File: src/rtl/qsd_pkg.sv
package qsd_pkg;
  localparam int DIG_W = 3;

  function automatic logic [DIG_W-1:0] grp_to_dig(input logic [1:0] grp, input logic neg);
    logic [DIG_W-1:0] pos;
    pos = {1'b0, grp};
    return neg ? (DIG_W'(0) - pos) : pos;
  endfunction
endpackage

File: src/rtl/qsd_split.sv
module qsd_split
  import qsd_pkg::*;
#(
  parameter int W    = 8,
  parameter int NDIG = 5
) (
  input  logic [W-1:0]            data_i,
  output logic [NDIG*DIG_W-1:0]   word_o
);
  localparam int MAG_W = 2 * NDIG;

  logic             neg;
  logic [MAG_W-1:0] mag;

  always_comb begin
    neg = data_i[W-1];
    mag = '0;
    // unsigned W-bit result keeps 2^(W-1) exact for the most negative input
    mag[W-1:0] = neg ? (~data_i + W'(1)) : data_i;
  end

  for (genvar g = 0; g < NDIG; g++) begin : g_dig
    assign word_o[g*DIG_W +: DIG_W] = grp_to_dig(mag[2*g +: 2], neg);
  end
endmodule

File: src/rtl/qsd_len.sv
module qsd_len
  import qsd_pkg::*;
#(
  parameter int NDIG  = 5,
  parameter int CNT_W = 3
) (
  input  logic [NDIG*DIG_W-1:0] word_i,
  output logic [CNT_W-1:0]      len_o
);
  // highest nonzero digit wins; zero word still sends one beat
  always_comb begin
    len_o = CNT_W'(1);
    for (int i = 0; i < NDIG; i++) begin
      if (word_i[i*DIG_W +: DIG_W] != '0) len_o = CNT_W'(i + 1);
    end
  end
endmodule

File: src/rtl/qsd_seq.sv
module qsd_seq
  import qsd_pkg::*;
#(
  parameter int NDIG  = 5,
  parameter int CNT_W = 3
) (
  input  logic                   clk_i,
  input  logic                   rst_ni,
  input  logic                   in_valid_i,
  output logic                   in_ready_o,
  input  logic [NDIG*DIG_W-1:0]  word_i,
  input  logic [CNT_W-1:0]       len_i,
  output logic                   dig_valid_o,
  input  logic                   dig_ready_i,
  output logic [DIG_W-1:0]       dig_o,
  output logic [CNT_W-1:0]       dig_idx_o,
  output logic                   dig_last_o,
  output logic [NDIG*DIG_W-1:0]  word_o
);
  logic                            busy_q;
  logic [CNT_W-1:0]                idx_q, len_q;
  logic [NDIG-1:0][DIG_W-1:0]      word_q;
  logic                            accept, fire, last;

  assign accept = in_valid_i && !busy_q;
  assign last   = busy_q && (idx_q == len_q - CNT_W'(1));
  assign fire   = busy_q && dig_ready_i;

  always_ff @(posedge clk_i or negedge rst_ni) begin
    if (!rst_ni) begin
      busy_q <= 1'b0;
      idx_q  <= '0;
      len_q  <= '0;
      word_q <= '0;
    end else if (accept) begin
      busy_q <= 1'b1;
      idx_q  <= '0;
      len_q  <= len_i;
      word_q <= word_i;
    end else if (fire) begin
      if (last) busy_q <= 1'b0;
      else      idx_q  <= idx_q + CNT_W'(1);
    end
  end

  always_comb begin
    dig_o = '0;
    for (int i = 0; i < NDIG; i++) begin
      if (idx_q == CNT_W'(i)) dig_o = word_q[i];
    end
  end

  assign in_ready_o  = !busy_q;
  assign dig_valid_o = busy_q;
  assign dig_idx_o   = idx_q;
  assign dig_last_o  = last;
  assign word_o      = word_q;

  // checker-side views of the held word
  logic any_pos, any_neg, hi_nz;
  always_comb begin
    any_pos = 1'b0;
    any_neg = 1'b0;
    hi_nz   = 1'b0;
    for (int i = 0; i < NDIG; i++) begin
      if (word_q[i][DIG_W-1]) any_neg = 1'b1;
      else if (word_q[i] != '0) any_pos = 1'b1;
      if (CNT_W'(i) > idx_q && word_q[i] != '0) hi_nz = 1'b1;
    end
  end


  dig_range_chk: assert property (@(posedge clk_i) disable iff (!rst_ni)
    dig_valid_o |-> dig_o != 3'b100);


  sign_uniform_chk: assert property (@(posedge clk_i) disable iff (!rst_ni)
    dig_valid_o |-> !(any_pos && any_neg));


  hi_zero_chk: assert property (@(posedge clk_i) disable iff (!rst_ni)
    (dig_valid_o && dig_last_o) |-> !hi_nz);


  idx_step_chk: assert property (@(posedge clk_i) disable iff (!rst_ni)
    (dig_valid_o && dig_ready_i && !dig_last_o) |=>
      (dig_valid_o && dig_idx_o == $past(dig_idx_o) + CNT_W'(1)));


  stall_hold_chk: assert property (@(posedge clk_i) disable iff (!rst_ni)
    (dig_valid_o && !dig_ready_i) |=>
      (dig_valid_o && $stable(dig_o) && $stable(dig_idx_o) && $stable(word_o)));


  done_ready_chk: assert property (@(posedge clk_i) disable iff (!rst_ni)
    (dig_valid_o && dig_ready_i && dig_last_o) |=> (in_ready_o && !dig_valid_o));


  accept_chk: assert property (@(posedge clk_i) disable iff (!rst_ni)
    (in_valid_i && in_ready_o) |=> (!in_ready_o && dig_valid_o && dig_idx_o == '0));
endmodule

File: src/rtl/qsd_conv.sv
module qsd_conv
  import qsd_pkg::*;
#(
  parameter  int W     = 8,
  localparam int NDIG  = (W + 2) / 2,
  localparam int CNT_W = $clog2(NDIG + 1)
) (
  input  logic                  clk_i,
  input  logic                  rst_ni,
  input  logic                  in_valid_i,
  output logic                  in_ready_o,
  input  logic [W-1:0]          in_data_i,
  output logic                  dig_valid_o,
  input  logic                  dig_ready_i,
  output logic [2:0]            dig_o,
  output logic [CNT_W-1:0]      dig_idx_o,
  output logic                  dig_last_o,
  output logic [NDIG*3-1:0]     word_o
);
  logic [NDIG*DIG_W-1:0] word_d;
  logic [CNT_W-1:0]      len_d;

  qsd_split #(.W(W), .NDIG(NDIG)) u_split (
    .data_i (in_data_i),
    .word_o (word_d)
  );

  qsd_len #(.NDIG(NDIG), .CNT_W(CNT_W)) u_len (
    .word_i (word_d),
    .len_o  (len_d)
  );

  qsd_seq #(.NDIG(NDIG), .CNT_W(CNT_W)) u_seq (
    .clk_i       (clk_i),
    .rst_ni      (rst_ni),
    .in_valid_i  (in_valid_i),
    .in_ready_o  (in_ready_o),
    .word_i      (word_d),
    .len_i       (len_d),
    .dig_valid_o (dig_valid_o),
    .dig_ready_i (dig_ready_i),
    .dig_o       (dig_o),
    .dig_idx_o   (dig_idx_o),
    .dig_last_o  (dig_last_o),
    .word_o      (word_o)
  );


  zero_word_chk: assert property (@(posedge clk_i) disable iff (!rst_ni)
    (in_valid_i && in_ready_o && in_data_i == '0) |=>
      (dig_valid_o && dig_last_o && word_o == '0));
endmodule

File: config.mk
export PLATFORM = sky130hd
export DESIGN_NAME = qsd_conv
export DESIGN_NICKNAME = d
export VERILOG_FILES = /design/src/rtl/qsd_pkg.sv /design/src/rtl/qsd_split.sv /design/src/rtl/qsd_len.sv /design/src/rtl/qsd_seq.sv /design/src/rtl/qsd_conv.sv
export SDC_FILE = /design/constraint.sdc
export NUM_CORES = 1
export LEC_CHECK = 0
export BUFFER_PORTS_ARGS = -buffer_cell sky130_fd_sc_hd__buf_2
export CORE_MARGIN = 2
export CORE_UTILIZATION = 56
export DETAILED_ROUTE_END_ITERATION = 10
export HOLD_SLACK_MARGIN = 0.06
export PLACE_DENSITY = 0.95
export SYNTH_ARGS = -nofsm -noshare
export SYNTH_HDL_FRONTEND = slang
export SYNTH_SLANG_ARGS = --single-unit
export TNS_END_PERCENT = 10
File: constraint.sdc
create_clock -name clk_i -period 4.15 [get_ports clk_i]
set_input_delay 0.83 -clock clk_i [delete_from_list [all_inputs] [get_ports clk_i]]
set_output_delay 0.83 -clock clk_i [all_outputs]
set_load 0.01 [all_outputs]
* Word level (Yosys, flattened, before mapping)
Cells that the tools add are included.
** Storage, ports and cells
- Bits in registers :: 19
- Input bits :: 12
- Output and inout bits :: 24
- Word-level logic and storage cells :: 52
** Cells by class
- Add/subtract/negate cells :: 7
- Equal/unequal tests :: 6
- Mux-type cells :: 19
- Bitwise operators :: 1
- Reduce and logical (&&, ||, !) cells :: 12
** Operators with widths (count)
- $mux 3 :: 13
- $sub 1x2->3 const A :: 4
- $reduce_bool 3->1 :: 3
- $add 8x1->8 const B :: 1
- $mux 8 :: 1
- $not 8->8 :: 1
- $eq 3x2->1 const B :: 2
- $mux 2 :: 2
- $reduce_and 2->1 :: 2
- $reduce_bool 2->1 :: 2
- $add 3x1->3 const B :: 1
- $eq 3x1->1 const B :: 1
- $eq 3x3->1 :: 1
- $eq 3x3->1 const B :: 1
- $logic_and 1x1->1 :: 3
- $logic_not 3->1 :: 1
- $mux 1 :: 3
- $sub 3x1->3 const B :: 1
- $ne 2x1->1 const B :: 1
- $logic_not 1->1 :: 1

* Logic depth before layout (Yosys ltp)
- Depth in word-level cells :: 9
- Mapped depth :: 10
- Mapped depth without buffers :: 10

* Cells and area by module
From an unflattened synthesis, not the netlist that was laid out.
** Unflattened totals
- Cells, all modules :: 152
- Area total of the unflattened synthesis :: 1595.3 um2
** By module, submodules not included
- qsd_seq :: instances 1, cells an instance 102, area each 1208.7 um2, seq. area each 550.5 um2
- qsd_split :: instances 1, cells an instance 42, area each 335.3 um2, seq. area each 0.0 um2
- qsd_len :: instances 1, cells an instance 8, area each 51.3 um2, seq. area each 0.0 um2

* Least setup slack after synthesis
No wires, ideal clock.
- Kind :: in2reg
- From :: input in_data_i[0]
- To :: register u_seq.len_q[0]
- Library setup time :: 0.121 ns
- Data arrival time :: 2.510 ns
- Required time :: 4.029 ns
- Setup slack :: 1.519 ns
- Stages :: 9
- Path buffers :: 0
- Path through :: inv_1 -> ha_1 -> or3b_4 -> a211oi_4 -> ha_1 -> nand3b_1 -> o21ai_0 -> o211ai_1 -> a22o_1
** On the way
- Word-level cells in the longest chain between the ends :: 9
- Elaborated cells between the ends (all ways) :: 15
- Those cells by class :: add/sub: 4; mux: 7; bitwise: 1; reduce/logical: 3
** Ends and longest elaborated chain
- from (decl) :: RTL line qsd_conv.sv:12 : input logic [W-1:0] in_data_i,
- $not 8->8 (*) :: RTL line qsd_split.sv:19 : mag[W-1:0] = neg ? (~data_i + W'(1)) : data_i;
- $add 8x1->8 (*) :: RTL line qsd_split.sv:19
- $mux 8 (*) :: RTL line qsd_split.sv:19
- $sub 1x2->3 :: RTL line qsd_pkg.sv:7 : return neg ? (DIG_W'(0) - pos) : pos;
- $mux 3 :: RTL line qsd_pkg.sv:7
- $reduce_bool 3->1 :: RTL line qsd_len.sv:14 : if (word_i[i*DIG_W +: DIG_W] != '0) len_o = CNT_W'(i + 1);
- $mux 2 (2 in series) :: RTL line qsd_len.sv:14
- $mux 3 (*) :: RTL line qsd_len.sv:14
- to (signal assigned) :: RTL line qsd_seq.sv:38 : len_q <= len_i;
- to (decl) :: RTL line qsd_seq.sv:21 : logic [CNT_W-1:0] idx_q, len_q;
Mark *: on every way between the ends. The rest lies on a longest branch, timed or not.
A chain may end at the register's enable or synchronous reset.

* Worst setup path in the final report
- From :: register u_seq.idx_q[0], in the netlist u_seq.dig_idx_o[0]
- To :: output dig_o[0]
** On the way
- Word-level cells in the longest chain between the ends :: 6
- Elaborated cells between the ends (all ways) :: 10
- Those cells by class :: eq/ne: 4; mux: 5; reduce/logical: 1
** Ends and longest elaborated chain
- from (decl) :: RTL line qsd_seq.sv:21
- from (signal assigned) :: RTL line qsd_seq.sv:42 : else idx_q <= idx_q + CNT_W'(1);
- $logic_not 3->1 :: RTL line qsd_seq.sv:49 : if (idx_q == CNT_W'(i)) dig_o = word_q[i];
- $mux 3 (4 in series) :: RTL line qsd_seq.sv:49
- $mux 3 (*) :: RTL line qsd_seq.sv:49
- to (decl) :: RTL line qsd_conv.sv:15 : output logic [2:0] dig_o,
Marked as above.

==> out/results.ini <==
[sta]
tns_ns=0
setup_viol_count_final=0
tightest_slew_ns=0.987
slew_viol_final=0
final.setup_skew_ns=0.0109
maxSlewHeadroom_pct=34.2
hold_viol=0
max_freq_mhz=367
rsz0062_at_grt=false
period_minus_slack_ns=2.73
finalWorstSetupSlack_ns=1.42
period_share_pct=65.7

[clock_tree]
cts_hold_buf=0
cts_sinks=19
cts.reportedPaths.clkPinSlew_ns=0.12
cts_root_buf=clkbuf_4
cts_buffer_depth=2
postCtsResizedCells=0
cts_tree=yes
clk-insertion-delay-late_ns=0.31
cts_setup_buffers=0
htreeDepth=1
cts_buffers=3

[outcome]
status=complete, no violations

[critical_path]
worst-setup-path-type=flip-flop to output port
cp.required_ns=3.32
critPathBufInv=1
end_kind=output port
rr_worst_depth=4
cp_cell_sequence=ha_1, ha_1, nor2b_1, o21ai_0, o21ai_0, buf_2
cp.arrival_ns=1.90
worst-path-max-fanout=6
cp-start-kind=flip-flop
rrSetupSlack_ns=2.20
slowest_delay_ns=0.47
critPathTopFamily=flip-flops
r2r_start=u_seq.dig_valid_o
cpMaxStageDelayCell=dfrtp_1
r2r-end=u_seq.len_q[0]

[cells_and_area]
final_layout_size_suffix_gt1_share_pct=24.9
fin_cells=209
n_fill_cell=172
final_util_pct=68.9
n_antenna_cell=0
fin_nets=204
final_common_cell=buf_2
area.growth.synth_to_final_pct=14.4
layout_common_cells=buf_2 (32), nand2_1 (21), dfrtp_1 (19)

[synth]
synth_enable_flop_cells=0
synthTopCellsByArea=dfrtp_1 (35%), ha_1 (9.3%), nand2_1 (5.9%)
yosysSeqAreaShare_pct=35.4
ys_warn_count=0
netlist.area_leader.share_pct=35.4
synth_seq_cells=19
async_flop_share_pct=100
synth_ff_type=dfrtp_1
synth_area_um2=1340
yosysUniqueCellTypes=37
yosysTopAreaCell=dfrtp_1
syn_area_per_cell_um2=8.96
synth_cells=150

[power]
clockPowerShare_pct=9.7
comb_power_share_pct=55.4
power-per-cell-area_nw_per_um2=666
vdd_drop_max_mv=0.368
p_int_w=0.000564
pwr-share-seq_pct=34.9
p_leak_nw=0.763
sw_frac_of_total_pct=44.9
power.switching_w=0.000460

[global_route]
grt_pass1_wl_mm=4.84
grt.total_usage_pct=23.5
antenna_found_initial=0
grt_overflow_total=0
grt_max_degree=33
grt_pass1_vias=1094

[hold_path]
worstHoldPathType=input pin to async pin

[placed_design]
dp_hpwl_mm=2.43
portBuffers=32
place_ws_ns=1.14
routabilityCongestion=0.812
dp_cells=205

[die]
row_count=17
start_util_pct=60.2
ioPinCount=36
die_w_um=53.0
dieArea_um2=2810
core_um2=2230
fp.dieH_um=53.0

[run]
drv_cap=0

[detailed_routing]
avgRoutedWirePerCell_um=14.7
vias=1191
first_iter_violations=31
route.detailed.drc=0
drt.antenna.violating_nets=0
drt-pass1-iter-count=4
via_per_inst=5.70
wl_mm=3.08

-- cells in the mapped netlist (2+ instances only) --
master	number
a21oi_1	10
nand2_1	21
o31ai_1	4
a22o_1	3
nor2b_1	5
nand2b_1	2
o211ai_1	2
nor2_1	5
inv_1	13
ha_1	10
nand3b_1	4
mux2i_1	5
clkbuf_1	3
dfrtp_1	19
nand4b_1	2
xnor2_1	6
o21ai_0	14
buf_4	3
-- worst max path at each step --
| stage | slack, ns | cells past startpoint | end | from |
|---|---|---|---|---|
| final | 1.42 | 6 | dig_o[0] | u_seq.dig_idx_o[0] |
| after global placement | 1.34 | 10 | u_seq.len_q[0] | in_data_i[0] |
| after floorplan | 1.52 | 9 | u_seq.len_q[0] | in_data_i[0] |
| after global routing | 1.30 | 7 | dig_o[1] | u_seq.dig_idx_o[0] |
| after CTS | 1.46 | 7 | dig_o[1] | u_seq.dig_idx_o[0] |
| after detailed placement | 1.14 | 10 | u_seq.len_q[1] | in_data_i[0] |
-- metal layers --
| layer | part of all wire (%) | global-route usage (%) | vias up | routed length (µm) |
|---|---|---|---|---|
| met5 | 0 | 0 | - | 0 |
| met1 | 44 | 29.2 | 579 | 1360 |
| met4 | 1.7 | 8.97 | 0 | 53 |
| met3 | 2.4 | 0.847 | 6 | 75 |
| met2 | 52 | 42.9 | 28 | 1590 |
| li1 | - | - | 578 | - |
-- power groups by stage --
stage,Combinational [W],Sequential (W),Clock (W)
2_1_floorplan,0.000354,0.000376,0
3_3_place_gp,0.000541,0.000353,0
3_5_place_dp,0.000564,0.000361,0
4_1_cts,0.000568,0.000357,0.0000994
5_1_grt,0.000627,0.000370,0.000106
6_report,0.000567,0.000358,0.0000992
-- state kept, by name, indices dropped and copies added, names as in the netlist --
signal / count
u_seq.dig_valid_o: 1
u_seq.dig_idx_o: 3
u_seq.word_o: 12
u_seq.len_q: 3
-- logic make-up (layout without fill, tap and decap cells) --
logic type	Yosys count	in the layout	synth area share (%)
buffers and inverters	21	50	6.80
other	1	3	0.279
adders and majority gates	10	10	9.31
xor gates and xnor gates	8	8	6.33
AOI/OAI and AO/OA	39	39	18.7
muxes	5	5	3.72
DFF	19	19	35.4
and+or+nand+nor	47	47	19.5
-- cell type report --
type | instances | area, µm² | area share [%]
flip-flops and latches | 19 | 475 | 30.9
clock inverters | 1 | 7.51 | 0.488
repair buffers | 32 | 160 | 10.4
multi-input cells | 112 | 785 | 51.0
inverters | 14 | 52.6 | 3.42
clock buffers | 3 | 22.5 | 1.46
well taps | 28 | 35.0 | 2.28
-- per-stage QoR --
stage,instance area (µm²),hold WS [ns],total power [W]
6_report,1540,0.426,0.00102
5_1_grt,1540,0.456,0.00110
4_1_cts,1540,0.447,0.00102
3_5_place_dp,1510,0.495,0.000925
3_3_place_gp,1510,0.484,0.000894
2_1_floorplan,1350,0.473,0.000730
-- worst register-to-register path, cell delays in order, from the launching register on --
cell	delay [ns]
dfrtp_1	0.46
nand2b_1	0.80
nor2_1	0.10
a22o_1	0.31
a22o_1	0.19
No activity file was read; power rests on OpenSTA's default activity.
